--- src/rtl/dmaq_regs.sv ---
module dmaq_regs #(
  parameter int MAP_SEL   = 0,
  parameter int ADDR_W    = 12,
  parameter int WIN_BYTES = 256
) (
  input  logic              clk,
  input  logic              rst_n,
  input  logic              wr_en,
  input  logic [ADDR_W-1:0] addr,
  input  logic [31:0]       wdata,
  output logic [31:0]       rdata,
  output logic              irq
);
  localparam int WORDS = WIN_BYTES / 4;
  localparam int IW    = $clog2(WORDS);
  localparam int ENDP_W = (MAP_SEL == 0) ? 5 : 6;
  localparam int WRP_W  = (MAP_SEL == 0) ? 6 : 7;
  localparam int RDP_W  = (MAP_SEL == 0) ? 7 : 8;
  localparam int EN_W   = (MAP_SEL == 0) ? 8 : 14;
  localparam int ST_W   = (MAP_SEL == 0) ? 9 : 15;
  localparam logic [31:0] COMP    = (MAP_SEL == 0) ? 32'h0000_0030 : 32'h0003_0000;
  localparam logic [31:0] EN_MASK = (MAP_SEL == 0) ? 32'hBFEF_F07F : 32'h0170_03FF;
  localparam logic [31:0] PTR_MASK = 32'h0003_FFFF;
  localparam logic [31:0] MAGIC    = 32'hEE88_2266;
  localparam logic [31:0] ST_RST   = 32'hF800_0000;

  logic [31:0] mem [WORDS];
  logic        armed;
  logic [IW-1:0] idx;
  logic        in_win, wr_hit;

  assign idx    = addr[IW+1:2];
  assign in_win = (addr < ADDR_W'(WIN_BYTES)) && (addr[1:0] == 2'b00);
  assign wr_hit = wr_en && in_win;
  assign rdata  = in_win ? mem[idx] : 32'h0;

  always_ff @(posedge clk) begin
    if (!rst_n) begin
      for (int i = 0; i < WORDS; i++) mem[i] <= 32'h0;
      mem[ST_W] <= ST_RST;
      armed     <= 1'b0;
      irq       <= 1'b0;
    end else if (wr_hit) begin
      if (idx == IW'(ENDP_W)) begin
        mem[ENDP_W] <= wdata & PTR_MASK;
      end else if (idx == IW'(WRP_W)) begin
        mem[WRP_W] <= wdata & PTR_MASK;
        mem[RDP_W] <= wdata & PTR_MASK;
        if (armed) armed <= 1'b0;
        else begin
          mem[ST_W] <= mem[ST_W] | COMP;
          if (|(mem[EN_W] & COMP)) irq <= 1'b1;
        end
      end else if (idx == IW'(RDP_W)) begin
        if (wdata == MAGIC) armed <= 1'b1;
      end else if (idx == IW'(EN_W)) begin
        mem[EN_W] <= wdata & EN_MASK;
      end else if (idx == IW'(ST_W)) begin
        if (|(wdata & COMP)) begin
          mem[ST_W] <= mem[ST_W] & ~COMP;
          irq       <= 1'b0;
        end
      end else begin
        mem[idx] <= wdata;
      end
    end
  end

  logic wrp_wr, rdp_wr, st_wr;
  assign wrp_wr = wr_hit && (idx == IW'(WRP_W));
  assign rdp_wr = wr_hit && (idx == IW'(RDP_W));
  assign st_wr  = wr_hit && (idx == IW'(ST_W));

  p_endp_mask_r2: assert property (@(posedge clk) disable iff (!rst_n)
    mem[ENDP_W][31:18] == 14'h0);
  p_rdp_copy_r3: assert property (@(posedge clk) disable iff (!rst_n)
    wrp_wr |=> mem[RDP_W] == mem[WRP_W]);
  p_rdp_hold_r4: assert property (@(posedge clk) disable iff (!rst_n)
    (rdp_wr && wdata != MAGIC) |=> ($stable(mem[RDP_W]) && $stable(armed)));
  p_swallow_r5: assert property (@(posedge clk) disable iff (!rst_n)
    (wrp_wr && armed) |=> ($stable(mem[ST_W]) && $stable(irq) && !armed));
  p_raise_r6: assert property (@(posedge clk) disable iff (!rst_n)
    (wrp_wr && !armed && |(mem[EN_W] & COMP)) |=> irq);
  p_clear_r8: assert property (@(posedge clk) disable iff (!rst_n)
    (st_wr && |(wdata & COMP)) |=> (!irq && (mem[ST_W] & COMP) == 32'h0));
  p_fixed_bits_r8: assert property (@(posedge clk) disable iff (!rst_n)
    (mem[ST_W] & ~COMP) == ST_RST);
  p_irq_backed_r11: assert property (@(posedge clk) disable iff (!rst_n)
    irq |-> |(mem[ST_W] & COMP));
endmodule

--- config.mk ---
export PLATFORM = sky130hd
export DESIGN_NAME = dmaq_regs
export DESIGN_NICKNAME = d
export VERILOG_FILES = /design/src/rtl/dmaq_regs.sv
export SDC_FILE = /design/constraint.sdc
export NUM_CORES = 2
export LEC_CHECK = 0
export BUFFER_PORTS_ARGS = -buffer_cell sky130_fd_sc_hd__buf_2
export CORE_UTILIZATION = 35
export CTS_CLUSTER_SIZE = 20
export DETAILED_ROUTE_END_ITERATION = 16
export SYNTH_ARGS = -nofsm -noshare
export SYNTH_HDL_FRONTEND = slang
export SYNTH_SLANG_ARGS = --single-unit
--- constraint.sdc ---
create_clock -name clk -period 9.55 [get_ports clk]
set_input_delay 0.955 -clock clk [delete_from_list [all_inputs] [get_ports clk]]
set_output_delay 0.955 -clock clk [all_outputs]
set_load 0.03 [all_outputs]
==> results.md <==
- Number of setup violations in the final report: 0
- Gr ovfl total: 0
- PwrDens: 190 nW/um2
- Multi-input gate area: 29800 um2
- Via density per instance: 5.61
- FF+latch count, synth: 2050
- Cell-internal power: 15.0 mW
- Failing checks: max-capacitance violations
- CTS tree: yes
- Setup tns final: 0 ns
- First-pass GRT wire length: 433000 um
- Endpoint class of the critical path: output pin
- Status: finished with violations
- Nets: 6750
- Port bufs: 79
- Top cell type's share of synthesized area: 66.3%
- Sequential area share after synthesis: 66.3%
- Worst hold slack: 0.449 ns
- GR Util All Layers: 22.8%
- FILL cells: 24300
- Min-delay worst type: in -> reg
- H-tree depth: 4
- Die footprint: 267000 um2
- Max-slew violation count: 0
- Post-synth design cell area: 92800 um2
- # IOs: 80
- Critical path data arrival time: 5.73 ns
- Worst-Skew Late Latency: 0.87 ns
- CTS resizes: 0
- DP Worst Slack: 2.99 ns
- Max Fclk: 150 MHz
- Max Cap Viol: 2
- Wire length per cell: 29.7 um
- Post-synth top cells: edfxtp_1, and2_1, clkbuf_1, mux2i_1, nor2_1
- Placed Cells: 10000
- Area leader, netlist: edfxtp_1
- Final Util: 39.6%
- Gate power share: 8.3%
- Worst-margin pin slew: 1.44 ns
- Area Growth Syn to Fin: 12.4%
- Final Power: 19.8 mW
- Req. time, crit path: 8.60 ns
- Top_reg_cell synth: edfxtp_1
- Netlist cell types: 55
- Final Hold Viols: 0
- Worst Skew: 0.0150 ns
- Initial core utilization: 35.3%
- CP startpoint kind: input port
- Drt pass-1 iters: 8
- Hold_buf cts: 0
- Final period util: 70.0%
- Syn Area/Cell: 13.6 um2
- Post-Layout Inst Area: 104000 um2
- HPWL Detailed: 184000 um
- CTS buffer count: 201
- Number of synthesized flops with an enable pin: 2048
- Clk buf depth: 3
- Sw Ratio: 24.5%
- Final wirelength: 309000 um
- CP Class: in -> out
- Post-Synthesis Cells: 6844
- Antenna viol nets, final: 0
- Placement Cell Area: 98000 um2
- Number of global-route vias before repair: 55500
- Main area contributors after synthesis: edfxtp_1, and2_1, mux2i_1
- FF+latch area: 61500 um2
- Synth warn: 0
- CTS Root Buffer Type: clkbuf_16
- Pin count of the biggest net entering global routing: 97
- Cell with the most instances after synthesis: edfxtp_1
- Switching pwr: 4.85 mW
- Rel. slew slack: 1.51%
- Ratio of cells with drive above 1 in the final layout: 11.6%
- Sequential power share: 52.8%
- Ys async rst share: 0%
- Leak: 36.3 nW
- Setup bufs post-CTS: 0
- Tmin final: 6.68 ns
- Routed vias: 58300
- Num rows: 188
- Vert. Die Dim: 517 um
- Reg clk slew, reported paths: 0.06 ns
- DR iter-0 viols: 8182
- Core Region: 263000 um2
- RePlAce Congestion: 0.880
- Number of antenna violations at the first check in global routing: 30
- RSZ-0062 raised after global routing: no
- Worst-path fanout max: 58
- Die W: 517 um
- Residual DRC: 0
- Clock power frac: 39.0%
- Final WS setup: 2.87 ns
- Peak VDD IR: 173 uV
- Layout Cells excl Fill: 10400
- Clock Sinks: 2050
## worst max-delay path, cell delays in order
cell	delay [ns]
buf_8	0.38
buf_4	0.97
mux2i_1	0.31
o22ai_1	0.16
a21oi_1	0.30
o21ai_1	0.36
a2111oi_0	1.33
a31oi_1	0.44
buf_2	0.30
## worst paths after layout
path              cells past startpoint               start  slack [ns]                    to
setup reg to reg                      3  armed$_SDFFE_PN0P_        8.33   mem[9][5]$_DFFE_PP_
hold reg to reg                       2  armed$_SDFFE_PN0P_        0.55    armed$_SDFFE_PN0P_
setup / recovery                      9             addr[4]        2.87             rdata[24]
hold / removal                        2               rst_n        0.45  mem[9][27]$_DFFE_PP_
## flip-flops by register name, indices dropped and copies added, names as in the netlist
name	count
armed	1
mem	2048
irq	1
## cell usage in the layout (no fill, tap or decap), types with 28 or more instances in the layout
master	netlist	final
mux2_2	75	75
a222oi_1	63	63
o22ai_1	153	153
a221oi_1	156	154
o2bb2ai_1	60	60
conb_1	1	74
mux2i_1	559	559
a31oi_1	34	34
and2_1	1972	1970
a21oi_1	169	169
clkbuf_16	0	203
a221o_1	90	90
o22a_1	58	58
clkinv_1	1	59
o21ai_0	165	97
a211oi_1	58	58
o21ai_4	0	60
o21a_1	28	28
nand2_1	49	46
nor2_1	235	181
clkbuf_1	626	41
nor2_2	0	35
buf_4	0	215
clkinv_2	0	32
buf_2	24	73
edfxtp_1	2048	2048
## power by group through the flow
stage / Sequential (mW) / Combinational [mW] / Clock (mW)
2_1_floorplan: 10.6 / 0.814 / 0
3_3_place_gp: 10.6 / 1.60 / 0
3_5_place_dp: 10.7 / 1.61 / 0
4_1_cts: 10.5 / 1.62 / 7.79
5_1_grt: 10.5 / 1.68 / 8.09
6_report: 10.5 / 1.64 / 7.72
## metal layers
metal  part of all wire [%]  GRT usage [%]  routed length [um]
met1                     40           30.3              123000
met4                    5.7           11.8               17500
met2                     46           35.4              141000
met3                    8.9           4.22               27500
met5                  0.017              0                  54
## cell type report
type / instances / share of cell area, %
Inverter: 8 / 0.0324
Clock inverter: 119 / 0.925
Timing Repair Buffer: 303 / 2.14
Antenna cell: 17 / 0.0408
Multi-Input combinational cell: 4139 / 28.6
Clock buffer: 244 / 5.02
Sequential cell: 2050 / 59.0
Tap cell: 3515 / 4.22
## logic make-up after synthesis
logic type | count (synthesis) | synth area share, %
AO/OA/AOI/OAI | 1120 | 8.77
buffers and inverters | 728 | 2.98
flip-flops | 2050 | 66.3
multiplexers | 641 | 7.11
other | 1 | 0.00404
AND/OR/NAND/NOR | 2304 | 14.8
(Power assumes the default switching activity.)
